**src/rtl/cap_timer_pkg.sv**
```systemverilog
package cap_timer_pkg;
  localparam int unsigned CNT_W    = 12;
  localparam int unsigned PS_W     = 3;
  localparam int unsigned SYNC_LEN = 2;

  typedef enum logic {
    EDGE_FALL = 1'b0,
    EDGE_RISE = 1'b1
  } edge_sel_e;
endpackage

```
**src/rtl/ctm_prescaler.sv**
```systemverilog
module ctm_prescaler #(
  parameter int unsigned PS_W = cap_timer_pkg::PS_W
) (
  input  logic            clk_i,
  input  logic            rst_ni,
  input  logic            run_i,
  input  logic [PS_W-1:0] presc_i,
  output logic            tick_o
);
  localparam int unsigned DIV_W = (1 << PS_W) - 1;

  logic [DIV_W-1:0] div_q;
  logic [DIV_W-1:0] mask;

  assign mask   = ~({DIV_W{1'b1}} << presc_i);
  assign tick_o = run_i && ((div_q & mask) == mask);

  always_ff @(posedge clk_i or negedge rst_ni) begin
    if (!rst_ni)     div_q <= '0;
    else if (!run_i) div_q <= '0;
    else             div_q <= div_q + 1'b1;
  end

  // with a nonzero divider two ticks never fall on adjacent clocks
  AST_TICK_GAP: assert property (@(posedge clk_i) disable iff (!rst_ni)
    tick_o && (presc_i != '0) |=> !tick_o || (presc_i == '0));
endmodule

```
**src/rtl/ctm_edge_sync.sv**
```systemverilog
module ctm_edge_sync #(
  parameter int unsigned STAGES = cap_timer_pkg::SYNC_LEN
) (
  input  logic clk_i,
  input  logic rst_ni,
  input  logic pin_i,
  input  logic rise_i,
  output logic edge_o
);
  logic [STAGES-1:0] sync_q;
  logic              last_q;
  logic              lvl;

  assign lvl = sync_q[STAGES-1];

  always_ff @(posedge clk_i or negedge rst_ni) begin
    if (!rst_ni) begin
      sync_q <= '0;
      last_q <= 1'b0;
    end else begin
      sync_q <= {sync_q[STAGES-2:0], pin_i};
      last_q <= lvl;
    end
  end

  assign edge_o = rise_i ? (lvl & ~last_q) : (~lvl & last_q);

  // one polarity cannot repeat on adjacent clocks
  AST_EDGE_SPACED: assert property (@(posedge clk_i) disable iff (!rst_ni)
    edge_o && $stable(rise_i) |=> !edge_o || (rise_i != $past(rise_i)));
endmodule

```
**src/rtl/ctm_counter.sv**
```systemverilog
module ctm_counter #(
  parameter int unsigned CNT_W = cap_timer_pkg::CNT_W
) (
  input  logic             clk_i,
  input  logic             rst_ni,
  input  logic             run_i,
  input  logic             tick_i,
  output logic [CNT_W-1:0] cnt_o,
  output logic [CNT_W-1:0] cnt_nxt_o,
  output logic             wrap_o
);
  localparam logic [CNT_W-1:0] CNT_MAX = {CNT_W{1'b1}};

  logic [CNT_W-1:0] cnt_q;

  assign cnt_nxt_o = cnt_q + 1'b1;
  assign wrap_o    = tick_i && (cnt_q == CNT_MAX);
  assign cnt_o     = cnt_q;

  always_ff @(posedge clk_i or negedge rst_ni) begin
    if (!rst_ni)      cnt_q <= '0;
    else if (!run_i)  cnt_q <= '0;
    else if (tick_i)  cnt_q <= cnt_nxt_o;
  end

  AST_CNT_ROLL: assert property (@(posedge clk_i) disable iff (!rst_ni)
    run_i && tick_i && (cnt_q == CNT_MAX) |=> cnt_q == '0);
  AST_CNT_IDLE: assert property (@(posedge clk_i) disable iff (!rst_ni)
    !run_i |=> cnt_q == '0);
  AST_CNT_HOLD: assert property (@(posedge clk_i) disable iff (!rst_ni)
    run_i && !tick_i |=> $stable(cnt_q));
endmodule

```
**src/rtl/cap_timer.sv**
```systemverilog
module cap_timer
  import cap_timer_pkg::*;
#(
  parameter int unsigned CW  = CNT_W,
  parameter int unsigned PW  = PS_W,
  parameter int unsigned SYN = SYNC_LEN
) (
  input  logic          clk_i,
  input  logic          rst_ni,
  input  logic          mode_en_i,
  input  logic [PW-1:0] presc_i,
  input  logic          rise_sel_i,
  input  logic          cap_pin_i,
  input  logic [CW-1:0] cmp_a_i,
  input  logic [CW-1:0] cmp_b_i,
  input  logic          strobe_en_i,
  input  logic          cap_clr_i,
  input  logic          ovf_clr_i,
  output logic [CW-1:0] cap_val_o,
  output logic          cap_pend_o,
  output logic          ovf_pend_o,
  output logic          pwm_o,
  output logic          strobe_o
);
  logic          tick;
  logic          wrap;
  logic          pin_edge;
  logic          cap_evt;
  logic [CW-1:0] cnt;
  logic [CW-1:0] cnt_nxt;
  logic [CW-1:0] cap_q;
  logic          cap_pend_q, ovf_pend_q, pwm_q, strobe_q;
  edge_sel_e     esel;

  assign esel = edge_sel_e'(rise_sel_i);

  ctm_prescaler #(.PS_W(PW)) u_presc (
    .clk_i   (clk_i),
    .rst_ni  (rst_ni),
    .run_i   (mode_en_i),
    .presc_i (presc_i),
    .tick_o  (tick)
  );

  ctm_counter #(.CNT_W(CW)) u_cnt (
    .clk_i     (clk_i),
    .rst_ni    (rst_ni),
    .run_i     (mode_en_i),
    .tick_i    (tick),
    .cnt_o     (cnt),
    .cnt_nxt_o (cnt_nxt),
    .wrap_o    (wrap)
  );

  ctm_edge_sync #(.STAGES(SYN)) u_sync (
    .clk_i  (clk_i),
    .rst_ni (rst_ni),
    .pin_i  (cap_pin_i),
    .rise_i (esel == EDGE_RISE),
    .edge_o (pin_edge)
  );

  assign cap_evt = mode_en_i && pin_edge;

  always_ff @(posedge clk_i or negedge rst_ni) begin
    if (!rst_ni) begin
      cap_q      <= '0;
      cap_pend_q <= 1'b0;
      ovf_pend_q <= 1'b0;
    end else begin
      if (cap_evt) cap_q <= cnt;
      // new event beats a same-cycle clear
      if (cap_evt)        cap_pend_q <= 1'b1;
      else if (cap_clr_i) cap_pend_q <= 1'b0;
      if (wrap)           ovf_pend_q <= 1'b1;
      else if (ovf_clr_i) ovf_pend_q <= 1'b0;
    end
  end

  always_ff @(posedge clk_i or negedge rst_ni) begin
    if (!rst_ni) begin
      pwm_q    <= 1'b0;
      strobe_q <= 1'b0;
    end else begin
      if (!mode_en_i)          pwm_q <= 1'b0;
      else if (wrap)           pwm_q <= 1'b1;
      else if (cnt == cmp_a_i) pwm_q <= 1'b0;
      strobe_q <= mode_en_i && strobe_en_i && tick && (cnt_nxt == cmp_b_i);
    end
  end

  assign cap_val_o  = cap_q;
  assign cap_pend_o = cap_pend_q;
  assign ovf_pend_o = ovf_pend_q;
  assign pwm_o      = pwm_q;
  assign strobe_o   = strobe_q;

  AST_CAP_LOAD: assert property (@(posedge clk_i) disable iff (!rst_ni)
    cap_evt |=> cap_val_o == $past(cnt));
  AST_CAP_PEND: assert property (@(posedge clk_i) disable iff (!rst_ni)
    cap_evt |=> cap_pend_o);
  AST_CAP_CLR: assert property (@(posedge clk_i) disable iff (!rst_ni)
    cap_clr_i && !cap_evt |=> !cap_pend_o);
  AST_OVF_SET: assert property (@(posedge clk_i) disable iff (!rst_ni)
    wrap |=> ovf_pend_o);
  AST_PWM_SET: assert property (@(posedge clk_i) disable iff (!rst_ni)
    wrap && mode_en_i |=> pwm_o);
  AST_STB_PULSE: assert property (@(posedge clk_i) disable iff (!rst_ni)
    strobe_o |=> !strobe_o);
  AST_OFF_QUIET: assert property (@(posedge clk_i) disable iff (!rst_ni)
    !mode_en_i |=> !pwm_o && !strobe_o);
endmodule

```
**config.mk**
```make
export PLATFORM = sky130hd
export DESIGN_NAME = cap_timer
export DESIGN_NICKNAME = d
export VERILOG_FILES = /design/src/rtl/cap_timer_pkg.sv /design/src/rtl/ctm_prescaler.sv /design/src/rtl/ctm_edge_sync.sv /design/src/rtl/ctm_counter.sv /design/src/rtl/cap_timer.sv
export SDC_FILE = /design/constraint.sdc
export NUM_CORES = 1
export LEC_CHECK = 0
export BUFFER_PORTS_ARGS = -buffer_cell sky130_fd_sc_hd__buf_2
export CAP_MARGIN = 20
export CORE_ASPECT_RATIO = 0.6
export CORE_MARGIN = 2
export CORE_UTILIZATION = 60
export CTS_BUF_LIST = sky130_fd_sc_hd__clkbuf_4
export CTS_CLUSTER_DIAMETER = 120
export CTS_CLUSTER_SIZE = 10
export DETAILED_ROUTE_END_ITERATION = 8
export PLACE_DENSITY = 0.95
export SLEW_MARGIN = 20
export SYNTH_ARGS = -nofsm -noshare
export SYNTH_HDL_FRONTEND = slang
export SYNTH_SLANG_ARGS = --single-unit
```
**constraint.sdc**
```tcl
create_clock -name clk_i -period 3.5 [get_ports clk_i]
set_input_delay 0.875 -clock clk_i [delete_from_list [all_inputs] [get_ports clk_i]]
set_output_delay 0.875 -clock clk_i [all_outputs]
set_load 0.01 [all_outputs]
```
Word-level counts from Yosys, hierarchy flattened
Index checks and enable logic that the tools add are counted. Widths: inputs -> output; s select.

ROM bits: 0. Register bits: 38. Output and inout bits: 16. Bits in latches: 0. Word-level logic and storage cells: 43. Memory bits (writable): 0. Bits of input ports: 35. Memories kept: 0.

Add/subtract/negate cells: 2. $lt $le $gt $ge: 0. Multipliers: 0. Equality and inequality tests: 6. Divide/modulo/power cells: 0. Shift operators: 1. Multiplexer cells: 11. Reduce and logical (&&, ||, !) cells: 8. Bitwise gates (word level): 6.

Operators by type and width (count): $eq 12x12->1 (2); $mux 12 (2); $add 12x1->12 const B (1); $eq 12x12->1 const B (1); $mux 1 (8); $add 7x1->7 const B (1); $and 7x7->7 (1); $eq 7x7->1 (1); $mux 7 (1); $not 7->7 (1); $shl 7x3->7 const A (1); $logic_and 1x1->1 (6); $reduce_bool 2->1 (2); $ne 3x1->1 const B (1); $and 1x1->1 (2); $ne 2x1->1 const B (1); $not 1->1 (2).

Longest topological paths before layout
Gate-level depths: netlist of the first run.

Word-level depth: 8. Mapped depth: 8.

Hierarchy
From an unflattened synthesis of the first run, not the netlist that was laid out.

Cell total of the unflattened synthesis: 195. Area total of the unflattened synthesis: 2110.8 µm².

By module, submodules not included: cap_timer (cells each 69, area an instance 880.8 µm², times used 1); ctm_counter (cells each 84, area an instance 774.5 µm², times used 1); ctm_prescaler (cells each 36, area an instance 357.8 µm², times used 1); ctm_edge_sync (cells each 6, area an instance 97.6 µm², times used 1).

Least setup slack after synthesis of the first run
Ideal clock, no wire load.

Path type: input to register. Start: input presc_i[1]. End: register u_cnt.cnt_q[8], in the netlist u_cnt.cnt_o[8]. Arrival time: 2.218 ns. Setup slack: 1.163 ns. Stages on the path: 7. Library setup time: 0.119 ns. Cell sequence: or3b_1 o221a_2 a2111oi_4 buf_6 nand2_2 xnor2_1 and2_1.

Longest elaborated chain between the ends: 6.

RTL lines: from (decl) (line cap_timer.sv:11) `input logic [PW-1:0] presc_i,`; $shl 7x3->7 (*) (line ctm_prescaler.sv:15) `assign mask = ~({DIV_W{1'b1}} << presc_i);`; $not 7->7 (*) (line ctm_prescaler.sv:15); $and 7x7->7 (line ctm_prescaler.sv:16) `assign tick_o = run_i && ((div_q & mask) == mask);`; $eq 7x7->1 (*) (line ctm_prescaler.sv:16); $logic_and 1x1->1 (*) (line ctm_prescaler.sv:16); $ne 2x1->1 (no source line) (*); to (signal assigned) (line ctm_counter.sv:23) `else if (tick_i) cnt_q <= cnt_nxt_o;`; to (decl) (line ctm_counter.sv:14) `logic [CNT_W-1:0] cnt_q;`.

Every way passes the cells marked *; elsewhere a longest branch is shown, timed or not. A chain may end at the register's enable or synchronous reset.

Final worst setup path of the first run
Start: input presc_i[1]. End: register u_cnt.cnt_q[9], in the netlist u_cnt.cnt_o[9].

The elaborated chain is that of the path after synthesis.

==> results of run 1 <==
## flip-flops by register name, summed over array words and instances (netlist names)
| signal | cells |
|---|---|
| cap_pend_o | 1 |
| cap_val_o | 12 |
| ovf_pend_o | 1 |
| pwm_o | 1 |
| strobe_o | 1 |
| u_cnt.cnt_o | 12 |
| u_presc.div_q | 7 |
| u_sync.last_q | 1 |
| u_sync.sync_q | 2 |
## synth_stat cells, types with 5 or more instances
master	instances
a21oi_1	9
and2_1	16
and3_1	7
buf_2	5
clkbuf_1	6
dfrtp_1	38
inv_1	6
mux2_1	8
nand2_1	17
nand2_2	8
nand2b_1	5
nand3_1	10
nor2_1	5
nor4_1	5
o21ai_0	6
xnor2_1	24
xor2_1	14
## worst paths after layout
kind	startpoint	end	slack (ns)	cells past startpoint
max reg2reg	u_cnt.cnt_o[0]	strobe_o	1.22	7
max in group asynchronous	rst_ni	u_cnt.cnt_o[10]	2.40	1
max	presc_i[1]	u_cnt.cnt_o[9]	1.03	8
min reg2reg	u_sync.sync_q[0]	u_sync.sync_q[1]	0.37	0
min	u_sync.sync_q[0]	u_sync.sync_q[1]	0.37	0
min in group asynchronous	rst_ni	u_cnt.cnt_o[8]	0.60	1
## placed cells by master, fill, tap and decap left out, drive strengths merged, types with 2 or more instances in the layout
cell type / Yosys / layout
and2: 16 / 16
xnor2: 24 / 24
ha: 3 / 3
nand4: 3 / 3
dfrtp: 38 / 38
mux2: 9 / 9
mux2i: 3 / 3
o21ai: 9 / 9
and3: 8 / 8
xor2: 14 / 14
nand2b: 5 / 5
a21oi: 10 / 10
inv: 6 / 6
clkinvlp: 0 / 2
nand3: 10 / 10
nand2: 25 / 25
nor2: 5 / 5
clkbuf: 6 / 5
nor4: 6 / 6
buf: 7 / 52
nor2b: 3 / 3
## routing by layer
metal	routed length, um	vias up
met5	0	-
met4	48	0
met1	2430	844
met2	2040	69
li1	-	868
met3	347	8
## kinds of logic (layout without fill, tap and decap cells)
group / after synthesis / count (layout) / share of synthesized area
and+or+nand+nor: 88 / 88 / 0.225
xor gates and xnor gates: 38 / 38 / 0.147
DFF: 38 / 38 / 0.420
AOI/OAI and AO/OA: 30 / 30 / 0.0935
buffers and inverters: 19 / 66 / 0.0393
muxes: 12 / 12 / 0.0581
adders and majority gates: 3 / 3 / 0.0166
## power by group through the flow
stage                     Combinational (mW)  Sequential, mW  Clock, mW
after global placement                0.0869           0.462          0
after CTS                             0.0903           0.454      0.310
after detailed placement              0.0892           0.463          0
after global routing                  0.0993           0.455      0.332
final                                 0.0894           0.454      0.306
after floorplan                       0.0456           0.462          0
## layout make-up
type / count / share of cell area
well taps: 47 / 0.0226
flip-flops and latches: 38 / 0.365
clock buffers: 5 / 0.0144
clock inverters: 3 / 0.0173
multi-input cells: 171 / 0.470
repair buffers: 52 / 0.102
inverters: 6 / 0.00865
## stage by stage
stage               power [mW]  hold WS (ns)  setup WS [ns]  instances
finish                   0.849         0.367           1.03        322
global route             0.887         0.385          0.940        322
CTS                      0.855         0.370           1.03        322
detailed placement       0.552         0.341          0.661        314
global placement         0.549         0.333          0.712        314
floorplan                0.508         0.331           1.16        228
==> flow_summary.json, run 1 <==
{
  "grt_pass1_vias": 1602,
  "yosys.area.top_type": "dfrtp_1",
  "vdd_drop_max_mv": 0.255,
  "crit_fanout": 11,
  "met3_usage": 0.0651,
  "share_comb_of_total_power": 0.105,
  "yosys_warnings": 0,
  "worst_setup_path_start_kind": "input port",
  "endpoint_kind": "flip-flop",
  "layout.nets": 312,
  "cts-root-buf": "clkbuf_4",
  "busiest_layer": "met1",
  "finalClockSkew_ns": 0.00632,
  "cp.buffers_inverters": 2,
  "syn_inst": 228,
  "final-seq-area_um2": 951,
  "rows": 17,
  "core_um2": 3640,
  "leakagePower_nw": 1.27,
  "async_flop_share": 1.00,
  "setup_viol": 0,
  "crit_arrival_ns": 2.73,
  "path_clk_slew_ns": 0.12,
  "numCtsBuffers": 5,
  "ctsHoldBuffers": 0,
  "critPathTopFamily": "compound AO/OA/AOI/OAI gates",
  "critPathKind": "in -> reg",
  "postCtsSetupRepairBufs": 0,
  "antenna_cells": 0,
  "period_minus_slack_ns": 2.47,
  "ios": 51,
  "dieArea_um2": 4290,
  "worstMarginPinSlew_ns": 0.809,
  "design_area_um2": 2600,
  "netlist_area_um2": 2260,
  "die_x_um": 83.3,
  "pwr-share-clk": 0.360,
  "dp_hpwl_mm": 3.68,
  "place_area_um2": 2520,
  "cap_viol_max_count": 0,
  "yosysSeqAreaShare": 0.420,
  "p_sw_frac": 0.250,
  "port_buffers": 50,
  "gp_congestion": 0.907,
  "antenna_found_initial": 0,
  "worst_slew_margin_rel": 0.460,
  "cts_tree": "built",
  "crit_chain": "buf_2 > or3b_1 > o221a_2 > a2111oi_4 > buf_4 > nand2_2 > xnor2_1 > and2_1",
  "hold_viol": 0,
  "required_ns": 3.76,
  "synth.distinct_cells": 46,
  "multi_input_area_um2": 1220,
  "grt_usage": 0.242,
  "postCtsResizedCells": 0,
  "fin_util": 0.716,
  "via_per_inst": 5.56,
  "p_int_mw": 0.637,
  "drive_gt1_frac": 0.273,
  "grt_max_degree": 39,
  "clk_latency_ns": 0.36,
  "synth-edff-count": 0,
  "initial_core_util": 0.622,
  "clockBufferDepth": 2,
  "die-height_um": 51.6,
  "syn_to_final_growth_pct": 15.0,
  "seqPwrFrac": 0.535,
  "fillerInstances": 272,
  "avgSynthCellArea_um2": 9.92,
  "synth_area_leaders": "dfrtp_1 (42%), xnor2_1 (9.3%), xor2_1 (5.4%), and2_1 (4.4%), mux2_1 (4.0%)",
  "met2_usage": 0.340,
  "drv_slew": 0,
  "htree_levels": 2,
  "fmax_ghz": 0.405,
  "cp_slowest_stage_delay_ns": 0.63,
  "grt_setup_unrepaired": "no",
  "dr_total_vias": 1789,
  "use_met1": 0.361,
  "ant_nets": 0,
  "syn-num-nets": 266,
  "synth_top_area_share": 0.420,
  "drcViolationCount": 0,
  "cts_num_sinks": 38,
  "wire_per_inst_um": 15.1,
  "period_share": 0.705,
  "detail_route.iter0.violations": 127,
  "dr.pass1.iters": 4,
  "synth_ff_type": "dfrtp_1",
  "cpMaxStageDelayCell": "a2111oi_4",
  "switchingPower_mw": 0.212,
  "ys_ff_latch": 38,
  "grt_pass1_wl_mm": 7.85,
  "status": "finished, final reports clean",
  "tns_ns": 0,
  "gr-total-overflow": 0,
  "wl_mm": 4.87,
  "min_path_type": "reg -> reg",
  "powerDensity_nw_per_um2": 326
}
(Power assumes the default switching activity.)
==> inputs of run 2 (changes only) <==
- CORE_UTILIZATION: 60 -> 51
- PLACE_DENSITY: 0.95 -> 0.87
- clock period: 3.5 -> 2.2 ns (I/O delays scaled with it)
==> run 2 against run 1 <==
Compared with the run above:
- wire length up 9.4%
- first-iteration DRC count decreased by 32%
- clock power rose by 17%
- register-to-register slack worse by 1.1 ns
- sequential share of layout area fell by 0.99 points
- sequential power grew 59%
- total power increased by 45%
- non-clock buffer count rose by 10
- clock skew rose by 0.0049 ns
- largest power group unchanged
==> flow_summary.json, run 2 (synthesis gave the netlist of run 1 again) <==
{
  "rows": 18,
  "die_x_um": 90.0,
  "clockBufferDepth": 2,
  "wire_per_inst_um": 15.5,
  "antenna_cells": 0,
  "cts_tree": "built",
  "grt_pass1_vias": 1867,
  "p_sw_frac": 0.269,
  "post-place-cells": 337,
  "antenna_found_initial": 0,
  "crit_arrival_ns": 2.38,
  "drcViolationCount": 0,
  "setup_viol": 0,
  "port_buffers": 50,
  "grt_setup_unrepaired": "no",
  "worst_setup_path_start_kind": "flip-flop",
  "powerDensity_nw_per_um2": 460,
  "p_int_mw": 0.902,
  "cp_slowest_stage_delay_ns": 0.46,
  "worst_slew_margin_rel": 0.676,
  "vdd_drop_max_mv": 0.298,
  "path_clk_slew_ns": 0.12,
  "hold_viol": 0,
  "worstMarginPinSlew_ns": 0.485,
  "endpoint_kind": "flip-flop",
  "switchingPower_mw": 0.331,
  "die-height_um": 55.6,
  "gp_congestion": 0.917,
  "cap_viol_max_count": 0,
  "p_total_mw": 1.23,
  "detail_route.iter0.violations": 86,
  "status": "finished, final reports clean",
  "pwr-share-clk": 0.290,
  "dr.pass1.iters": 4,
  "layout.nets": 322,
  "grt_max_degree": 23,
  "fmax_ghz": 0.475,
  "gr-total-overflow": 0,
  "final_cells": 345,
  "fin_ws_ns": 0.0940,
  "htree_levels": 2,
  "crit_path_frequent_cell": "nor4_1",
  "drive_gt1_frac": 0.298,
  "grt_pass1_wl_mm": 8.98,
  "core_um2": 4190,
  "required_ns": 2.48,
  "initial_core_util": 0.540,
  "critPathKind": "reg -> reg",
  "seqPwrFrac": 0.585,
  "leakagePower_nw": 1.32,
  "dr_total_vias": 1836,
  "cts_num_sinks": 38,
  "cts-root-buf": "clkbuf_4",
  "numCtsBuffers": 5,
  "finalClockSkew_ns": 0.0112,
  "dieArea_um2": 5000,
  "layout_commonest_cell": "buf_2",
  "crit_chain": "ha_1 > xnor2_1 > nand2_1 > nor4_1 > o221ai_1 > nor4_1 > o2111a_1",
  "design_area_um2": 2680,
  "cpMaxStageDelayCell": "dfrtp_1",
  "grt_usage": 0.227,
  "postCtsSetupRepairBufs": 0,
  "min_path_type": "in -> async",
  "via_per_inst": 5.32,
  "ios": 51,
  "dp_hpwl_mm": 4.12,
  "share_comb_of_total_power": 0.125,
  "place_area_um2": 2620,
  "layout_common_cells": "buf_2 (50), dfrtp_1 (37), xnor2_1 (24)",
  "wl_mm": 5.33,
  "crit_fanout": 5,
  "dpl_worst_slack_ns": -0.0858,
  "period_share": 0.957,
  "timing.hold.ws_ns": 0.137,
  "period_minus_slack_ns": 2.11,
  "syn_to_final_growth_pct": 18.4,
  "clk_latency_ns": 0.34,
  "ant_nets": 0,
  "drv_slew": 0
}
-- run 2: changes by cell type in the layout (fill, tap and decap cells not counted), sizes merged --
cell      change
buf          +10
clkinv        +2
bufinv        -1
clkinvlp      -1
-- run 2: path summary, 6_finish.rpt --
path	cells past startpoint	end	startpoint	slack, ns
hold reg to reg	0	u_sync.sync_q[1]	u_sync.sync_q[0]	0.37
min in group clk_i	1	u_sync.sync_q[0]	cap_pin_i	0.30
setup / recovery	7	strobe_o	u_cnt.cnt_o[0]	0.09
max in group asynchronous	2	u_cnt.cnt_o[1]	rst_ni	1.57
setup reg to reg	7	strobe_o	u_cnt.cnt_o[0]	0.09
hold / removal	1	u_cnt.cnt_o[7]	rst_ni	0.14
-- run 2: area by class of cell --
class                           instances  area [um^2]
Tap cell                               60         75.1
Fill cell                             368         1510
Sequential cell                        38          952
Inverter                                6         22.5
Clock buffer                            5         37.5
Multi-Input combinational cell        171         1220
Clock inverter                          3         16.3
Timing Repair Buffer                   62          353
-- run 2: per-layer routing --
metal  vias up  share of wire  track usage
li1        889              -            -
met1       872           0.48        0.339
met2        73           0.43        0.344
met3         2          0.082       0.0556
met4         0         0.0015       0.0396
met5         -              0            0
-- run 2: stage by stage --
stage	util	setup TNS (ns)
after floorplan	-	0
after global placement	0.626	0
after detailed placement	0.626	-0.143
after CTS	0.639	0
after global routing	0.639	0
final	0.639	0
-- run 2: power by group through the flow --
| stage | logic (mW) | clock network, mW | registers [mW] |
|---|---|---|---|
| finish | 0.155 | 0.358 | 0.721 |
| global route | 0.171 | 0.399 | 0.723 |
| CTS | 0.156 | 0.365 | 0.721 |
| detailed placement | 0.155 | 0 | 0.734 |
| global placement | 0.151 | 0 | 0.734 |
| floorplan | 0.0725 | 0 | 0.735 |
-- run 2: critical path, delay by kind of cell, from the launching register on --
kind | cells | cell delay [ns]
flops | 1 | 0.46
xor+xnor | 1 | 0.17
compound gates | 2 | 0.42
fa+ha+maj | 1 | 0.36
simple gates | 3 | 0.64
-- run 2: what timing repair did --
| action | CTS | global route |
|---|---|---|
| setup endpoints to repair | 0 | 1 |
| resized for setup | 0 | 1 |
| hold buffers | 0 | 0 |
